$ cat config.mk
export PLATFORM = sky130hd
export DESIGN_NAME = gpx_expander
export DESIGN_NICKNAME = d
export VERILOG_FILES = /design/src/rtl/gpx_pkg.sv /design/src/rtl/gpx_bank.sv /design/src/rtl/gpx_irq_drv.sv /design/src/rtl/gpx_expander.sv
export SDC_FILE = /design/constraint.sdc
export NUM_CORES = 1
export LEC_CHECK = 0
export BUFFER_PORTS_ARGS = -buffer_cell sky130_fd_sc_hd__buf_2
export CORE_MARGIN = 3
export CORE_UTILIZATION = 65
export DETAILED_ROUTE_END_ITERATION = 10
export PLACE_DENSITY = 0.85
export SETUP_SLACK_MARGIN = 0.02
export SLEW_MARGIN = 25
export SYNTH_ARGS = -nofsm -noshare
export SYNTH_HDL_FRONTEND = slang
export SYNTH_HIERARCHICAL = 1
export SYNTH_SLANG_ARGS = --single-unit
$ cat constraint.sdc
create_clock -name clk_i -period 4.1 [get_ports clk_i]
set_input_delay 0.82 -clock clk_i [delete_from_list [all_inputs] [get_ports clk_i]]
set_output_delay 0.82 -clock clk_i [all_outputs]
set_load 0.1 [all_outputs]
$ cat src/rtl/gpx_pkg.sv
package gpx_pkg;
  localparam int ADDR_W = 5;
  localparam int BANK_W = 8;

  typedef enum logic [3:0] {
    RI_DIR  = 4'd0,
    RI_INV  = 4'd1,
    RI_IEN  = 4'd2,
    RI_DEF  = 4'd3,
    RI_MODE = 4'd4,
    RI_CFG  = 4'd5,
    RI_PUP  = 4'd6,
    RI_FLAG = 4'd7,
    RI_CAP  = 4'd8,
    RI_PORT = 4'd9,
    RI_LAT  = 4'd10
  } reg_idx_e;

  localparam logic [3:0] RI_LAST = 4'd10;

  // configuration bit positions
  localparam int CFG_CLRSRC = 0;
  localparam int CFG_POL    = 1;
  localparam int CFG_OD     = 2;
  localparam int CFG_MIRROR = 6;
endpackage

$ cat src/rtl/gpx_bank.sv
module gpx_bank
  import gpx_pkg::*;
(
  input  logic              clk_i,
  input  logic              rst_ni,
  input  logic              we_i,
  input  logic              re_i,
  input  logic [3:0]        idx_i,
  input  logic [BANK_W-1:0] wdata_i,
  output logic [BANK_W-1:0] rdata_o,
  input  logic [BANK_W-1:0] pin_i,
  output logic [BANK_W-1:0] pin_out_o,
  output logic [BANK_W-1:0] pin_oe_o,
  output logic              pend_o,
  output logic              cfg_pol_o,
  output logic              cfg_od_o,
  output logic              cfg_mirror_o
);
  logic [BANK_W-1:0] dir_q, inv_q, ien_q, def_q, mode_q, cfg_q, pup_q, lat_q;
  logic [BANK_W-1:0] flag_q, cap_q, prev_q;
  logic [BANK_W-1:0] sync1_q, sync2_q;
  logic [BANK_W-1:0] port_v, cond, first_hit;
  logic              pend_q, clr;

  always_ff @(posedge clk_i or negedge rst_ni) begin
    if (!rst_ni) begin
      sync1_q <= '0;
      sync2_q <= '0;
    end else begin
      sync1_q <= pin_i;
      sync2_q <= sync1_q;
    end
  end

  assign port_v = (dir_q & (sync2_q ^ inv_q)) | (~dir_q & lat_q);

  always_ff @(posedge clk_i or negedge rst_ni) begin
    if (!rst_ni) begin
      dir_q  <= '1;
      inv_q  <= '0;
      ien_q  <= '0;
      def_q  <= '0;
      mode_q <= '0;
      cfg_q  <= '0;
      pup_q  <= '0;
      lat_q  <= '0;
    end else if (we_i) begin
      case (idx_i)
        RI_DIR:  dir_q  <= wdata_i;
        RI_INV:  inv_q  <= wdata_i;
        RI_IEN:  ien_q  <= wdata_i;
        RI_DEF:  def_q  <= wdata_i;
        RI_MODE: mode_q <= wdata_i;
        RI_CFG:  cfg_q  <= wdata_i;
        RI_PUP:  pup_q  <= wdata_i;
        RI_LAT:  lat_q  <= wdata_i;
        default: ;
      endcase
    end
  end

  // trigger per pin: compare against default or against last seen value
  assign cond = ien_q & dir_q &
                ((mode_q & (port_v ^ def_q)) | (~mode_q & (port_v ^ prev_q)));
  assign first_hit = cond & (~cond + 1'b1);

  assign clr = re_i && (cfg_q[CFG_CLRSRC] ? (idx_i == RI_CAP) : (idx_i == RI_PORT));

  always_ff @(posedge clk_i or negedge rst_ni) begin
    if (!rst_ni) begin
      pend_q <= 1'b0;
      flag_q <= '0;
      cap_q  <= '0;
      prev_q <= '0;
    end else begin
      if (!pend_q) prev_q <= port_v;
      if (clr) begin
        pend_q <= 1'b0;
        flag_q <= '0;
      end else if (!pend_q && (|cond)) begin
        pend_q <= 1'b1;
        flag_q <= first_hit;
        cap_q  <= port_v;
      end
    end
  end

  always_comb begin
    case (idx_i)
      RI_DIR:  rdata_o = dir_q;
      RI_INV:  rdata_o = inv_q;
      RI_IEN:  rdata_o = ien_q;
      RI_DEF:  rdata_o = def_q;
      RI_MODE: rdata_o = mode_q;
      RI_CFG:  rdata_o = cfg_q;
      RI_PUP:  rdata_o = pup_q;
      RI_FLAG: rdata_o = flag_q;
      RI_CAP:  rdata_o = cap_q;
      RI_PORT: rdata_o = port_v;
      RI_LAT:  rdata_o = lat_q;
      default: rdata_o = '0;
    endcase
  end

  assign pin_out_o    = lat_q;
  assign pin_oe_o     = ~dir_q;
  assign pend_o       = pend_q;
  assign cfg_pol_o    = cfg_q[CFG_POL];
  assign cfg_od_o     = cfg_q[CFG_OD];
  assign cfg_mirror_o = cfg_q[CFG_MIRROR];

  assert_one_flag_R7: assert property (@(posedge clk_i) disable iff (!rst_ni)
    $onehot0(flag_q));
  assert_flag_hold_R7: assert property (@(posedge clk_i) disable iff (!rst_ni)
    (pend_q && !clr) |=> ($stable(flag_q) && $stable(cap_q)));
  assert_clear_R8: assert property (@(posedge clk_i) disable iff (!rst_ni)
    clr |=> (flag_q == '0 && $stable(cap_q)));
  assert_pend_flag_R7: assert property (@(posedge clk_i) disable iff (!rst_ni)
    $rose(pend_o) |-> ($countones(flag_q) == 1));
endmodule

$ cat src/rtl/gpx_irq_drv.sv
module gpx_irq_drv #(
  parameter int NUM_BANKS = 2
) (
  input  logic                 clk_i,
  input  logic                 rst_ni,
  input  logic [NUM_BANKS-1:0] pend_i,
  input  logic [NUM_BANKS-1:0] pol_i,
  input  logic [NUM_BANKS-1:0] od_i,
  input  logic [NUM_BANKS-1:0] mirror_i,
  output logic [NUM_BANKS-1:0] irq_o,
  output logic [NUM_BANKS-1:0] irq_oe_o
);
  logic [NUM_BANKS-1:0] act;

  for (genvar b = 0; b < NUM_BANKS; b++) begin : g_out
    assign act[b]      = pend_i[b] | (mirror_i[b] & pend_i[(b + 1) % NUM_BANKS]);
    assign irq_o[b]    = od_i[b] ? 1'b0 : (act[b] ? pol_i[b] : ~pol_i[b]);
    assign irq_oe_o[b] = od_i[b] ? act[b] : 1'b1;

    assert_od_release_R10: assert property (@(posedge clk_i) disable iff (!rst_ni)
      (od_i[b] && !pend_i[b] && !pend_i[(b + 1) % NUM_BANKS]) |-> !irq_oe_o[b]);
    assert_own_pend_R9: assert property (@(posedge clk_i) disable iff (!rst_ni)
      (pend_i[b] && !od_i[b]) |-> (irq_o[b] == pol_i[b]));
  end
endmodule

$ cat src/rtl/gpx_expander.sv
module gpx_expander
  import gpx_pkg::*;
#(
  parameter int NUM_BANKS = 2,
  localparam int NPINS = BANK_W * NUM_BANKS
) (
  input  logic                 clk_i,
  input  logic                 rst_ni,
  input  logic [ADDR_W-1:0]    addr_i,
  input  logic [BANK_W-1:0]    wdata_i,
  input  logic                 we_i,
  input  logic                 re_i,
  output logic [BANK_W-1:0]    rdata_o,
  input  logic [NPINS-1:0]     pin_in_i,
  output logic [NPINS-1:0]     pin_out_o,
  output logic [NPINS-1:0]     pin_oe_o,
  output logic [NUM_BANKS-1:0] irq_o,
  output logic [NUM_BANKS-1:0] irq_oe_o
);
  logic [3:0]           idx;
  logic                 hit;
  logic [NUM_BANKS-1:0] bank_hit;
  logic [BANK_W-1:0]    bank_rd [NUM_BANKS];
  logic [NUM_BANKS-1:0] pend, pol, od, mirror;
  logic [BANK_W-1:0]    rd_mux, rdata_q;

  if (NUM_BANKS == 2) begin : g_dec2
    assign idx      = addr_i[4:1];
    assign hit      = (idx <= RI_LAST);
    assign bank_hit = {hit & addr_i[0], hit & ~addr_i[0]};
  end else begin : g_dec1
    assign idx      = addr_i[3:0];
    assign hit      = !addr_i[4] && (idx <= RI_LAST);
    assign bank_hit = hit;
  end

  for (genvar b = 0; b < NUM_BANKS; b++) begin : g_bank
    gpx_bank u_bank (
      .clk_i        (clk_i),
      .rst_ni       (rst_ni),
      .we_i         (we_i & bank_hit[b]),
      .re_i         (re_i & bank_hit[b]),
      .idx_i        (idx),
      .wdata_i      (wdata_i),
      .rdata_o      (bank_rd[b]),
      .pin_i        (pin_in_i[b*BANK_W +: BANK_W]),
      .pin_out_o    (pin_out_o[b*BANK_W +: BANK_W]),
      .pin_oe_o     (pin_oe_o[b*BANK_W +: BANK_W]),
      .pend_o       (pend[b]),
      .cfg_pol_o    (pol[b]),
      .cfg_od_o     (od[b]),
      .cfg_mirror_o (mirror[b])
    );
  end

  always_comb begin
    rd_mux = '0;
    for (int b = 0; b < NUM_BANKS; b++)
      if (bank_hit[b]) rd_mux = rd_mux | bank_rd[b];
  end

  always_ff @(posedge clk_i or negedge rst_ni) begin
    if (!rst_ni)   rdata_q <= '0;
    else if (re_i) rdata_q <= rd_mux;
  end
  assign rdata_o = rdata_q;

  gpx_irq_drv #(.NUM_BANKS(NUM_BANKS)) u_irq (
    .clk_i    (clk_i),
    .rst_ni   (rst_ni),
    .pend_i   (pend),
    .pol_i    (pol),
    .od_i     (od),
    .mirror_i (mirror),
    .irq_o    (irq_o),
    .irq_oe_o (irq_oe_o)
  );

  assert_bus_excl_R2: assert property (@(posedge clk_i) disable iff (!rst_ni)
    !(we_i && re_i));
  assert_unmapped_R2: assert property (@(posedge clk_i) disable iff (!rst_ni)
    (re_i && !hit) |=> (rdata_o == '0));
endmodule

==> out/metrics.csv <==
stage,metric,value,unit
detailed_routing,wirelength,28100,um
floorplan,initial_core_util,0.679,
finish,final_common_cell,dfrtp_1,
global_routing,grt_use_total,0.318,
timing,fin_skew,0.0181,ns
clock_network,ctsResizeCount,0,
min_path,min_to,g_bank[1].u_bank/sync2_q[5],
clock_network,cts.sinks,218,
timing,min_period,3.17,ns
clock_network,cts_buffers,22,
logic_synthesis,syn_nets,949,
setup_path,cp_slowest_cell,dfrtp_1,
setup_path,ff2ff_path_depth,6,
pwr,power.leakage,5.39,nW
finish,final_net_count,1022,
min_path,hold_depth,0,
setup_path,critPathMaxStageDelay,0.87,ns
placed_design,io_buffers,76,
placed_design,dp_hpwl,19100,um
pwr,clock_power_share,0.283,
timing,rsz0062_at_grt,no,
global_routing,grt_antenna_before_repair,0,
logic_synthesis,synth.area.mux_share,0.211,
clock_network,clk-insertion-delay-late,0.51,ns
finish,layout_common_cells,"202 x dfrtp_1, 148 x mux2_2, 75 x buf_2",
logic_synthesis,synth_top_flop_cell,dfrtp_1,
finish,area_delta_synth_final,12.2,%
finish,drive_above_1_share,0.304,
logic_synthesis,syn_area_per_cell,11.5,um^2
setup_path,crit_fanout,20,
floorplan,core_area,0.0155,mm^2
min_path,min_from,g_bank[1].u_bank/sync1_q[5],
setup_path,r2r_slack,1.18,ns
logic_synthesis,synth_enable_flop_cells,0,
pwr,total_power,6.72,mW
timing,hold_violations,0,
placed_design,finalWeightedCongestion,0.928,
clock_network,cts_max_level,1,
logic_synthesis,synth_compound_area_frac,0.114,
logic_synthesis,synth_top_family_by_area,multiplexers,
floorplan,num_io_pins,77,
setup_path,r2r_start,g_bank[1].u_bank/inv_q[0],
timing,report.final.slew_viol_count,0,
outcome,outcome,"finished, final reports clean",
setup_path,timing.rr.end,g_bank[1].u_bank/cap_q[1],
pwr,p_per_area,568,mW/mm^2
clock_network,clk_pin_slew,0.06,ns
detailed_routing,routedWlPerCell,23.1,um
detailed_routing,drt-initial-drc-count,1296,
clock_network,cts_tree,built,
logic_synthesis,yosys.area_share.adder,0,
detailed_routing,route.detailed.drc,0,
logic_synthesis,synthXorXnorAreaFrac,0.0282,
finish,final_util,0.762,
min_path,hold_path.class,flop to flop,
pwr,internal_power,4.34,mW
detailed_routing,vias,8101,
pwr,seqPwrFrac,0.440,
timing,period_share,0.774,
logic_synthesis,ys_async_sr_fraction,1.00,
global_routing,globalRoute.totalOverflow,0,
logic_synthesis,synthCells,916,
detailed_routing,ant_nets,0,
floorplan,fp.dieArea,0.0178,mm^2
timing,fmax,315,MHz
global_routing,grt_max_degree,106,
floorplan,die_y,133,um
timing,tightest_slew,1.03,ns
setup_path,critical_path_arrival,2.35,ns
clock_network,cts_setup_buffers,0,
logic_synthesis,ys_types,53,
finish,antennaDiodeCount,0,
setup_path,crit_chain,a21oi_1 > mux2_2 > buf_2,
floorplan,die_x,133,um
timing,finalSetupViolCount,0,
logic_synthesis,synth_seq_cells,218,
timing,setup_tns,0,ns
timing,slew_headroom,0.313,
clock_network,ctsHoldBuffers,0,
pwr,combPwrFrac,0.277,
clock_network,cts_root_buf,clkbuf_16,
global_routing,grt_pass1_wl,44600,um
setup_path,crit_type,flop to output pin,
setup_path,cp-end-kind,output pin,
pwr,p_sw_frac,0.355,
setup_path,cp-start-kind,flop,
run,drv_cap,0,
logic_synthesis,yosysSeqAreaShare,0.519,
pwr,switchingPower,2.38,mW
setup_path,required,3.28,ns
detailed_routing,viasPerCell,6.66,
clock_network,cts_buffer_depth,3,
logic_synthesis,synth-simple-area-share,0.103,
logic_synthesis,synth_area,0.0106,mm^2
detailed_routing,drt_first_pass_iters,8,
timing,hold_ws,0.347,ns
floorplan,rows,45,
pwr,ir_drop,0.482,mV
logic_synthesis,ys.warnings.count,6,
global_routing,grt_pass1_vias,7816,
## final cells by class
type / count / area (um^2)
clock buffers: 38 / 672
clock inverters: 2 / 10.0
well taps: 211 / 264
fillers: 1025 / 3690
multi-input cells: 634 / 4820
repair buffers: 93 / 531
flip-flops and latches: 218 / 5480
inverters: 20 / 75.1
## synthesized netlist by cell type (all sizes together), types with 16 or more instances
cell,count,area (um^2)
a22oi,16,120
mux2i,38,380
o21ai,60,300
mux2,154,1760
dfrtp,202,5050
nor2b,16,100
and2,18,113
nand2,58,218
dfstp,16,420
xnor2,16,140
xor2,18,158
a21oi,42,218
nand3,30,150
inv,20,75.1
nor2,56,210
clkbuf,30,113
## critical path: cells and delay by family, from the launching register on
family	cells	cell delay, ns
AOI/OAI and AO/OA	1	0.27
muxes	1	0.29
buffers and inverters	1	0.41
DFF	1	0.87
## metrics by stage
stage	worst slack, ns	area, um^2	std cells
6_report	0.927	11800	1216
3_5_place_dp	0.734	11200	1176
3_3_place_gp	0.798	11200	1176
4_1_cts	0.966	11800	1216
2_1_floorplan	1.56	10600	916
5_1_grt	0.868	11800	1216
## cell families after synthesis
family          count (synthesis)
compound gates                183
mux                           196
buf+inv                        64
xor+xnor                       34
simple gates                  221
flops                         218
## per-layer routing
| layer | part of all wire | vias to the layer above | track usage | wire length (um) |
|---|---|---|---|---|
| met5 | 0 | - | 0 | 0 |
| met4 | 0.043 | 0 | 0.119 | 1210 |
| met3 | 0.10 | 114 | 0.0563 | 2850 |
| met2 | 0.44 | 563 | 0.466 | 12300 |
| met1 | 0.42 | 3944 | 0.480 | 11800 |
| li1 | - | 3480 | - | - |
## how the worst max path moves through the flow
stage	startpoint	to	slack (ns)
after CTS	g_bank[1].u_bank/pend_o	irq_o[0]	0.97
after global routing	g_bank[1].u_bank/pend_o	irq_o[0]	0.87
final	g_bank[1].u_bank/pend_o	irq_o[0]	0.93
after detailed placement	addr_i[3]	g_bank[1].u_bank/def_q[6]	0.73
after floorplan	addr_i[2]	rdata_o[5]	1.56
after global placement	addr_i[3]	g_bank[1].u_bank/def_q[5]	0.80
## power by group through the flow
stage	Sequential, mW	Clock [mW]	Combinational [mW]
2_1_floorplan	3.11	0	1.21
3_3_place_gp	2.96	0	1.79
3_5_place_dp	2.98	0	1.84
4_1_cts	2.95	1.93	1.85
5_1_grt	3.01	2.02	1.99
6_report	2.96	1.90	1.86
Note: power is estimated with default switching activity, not from simulation.
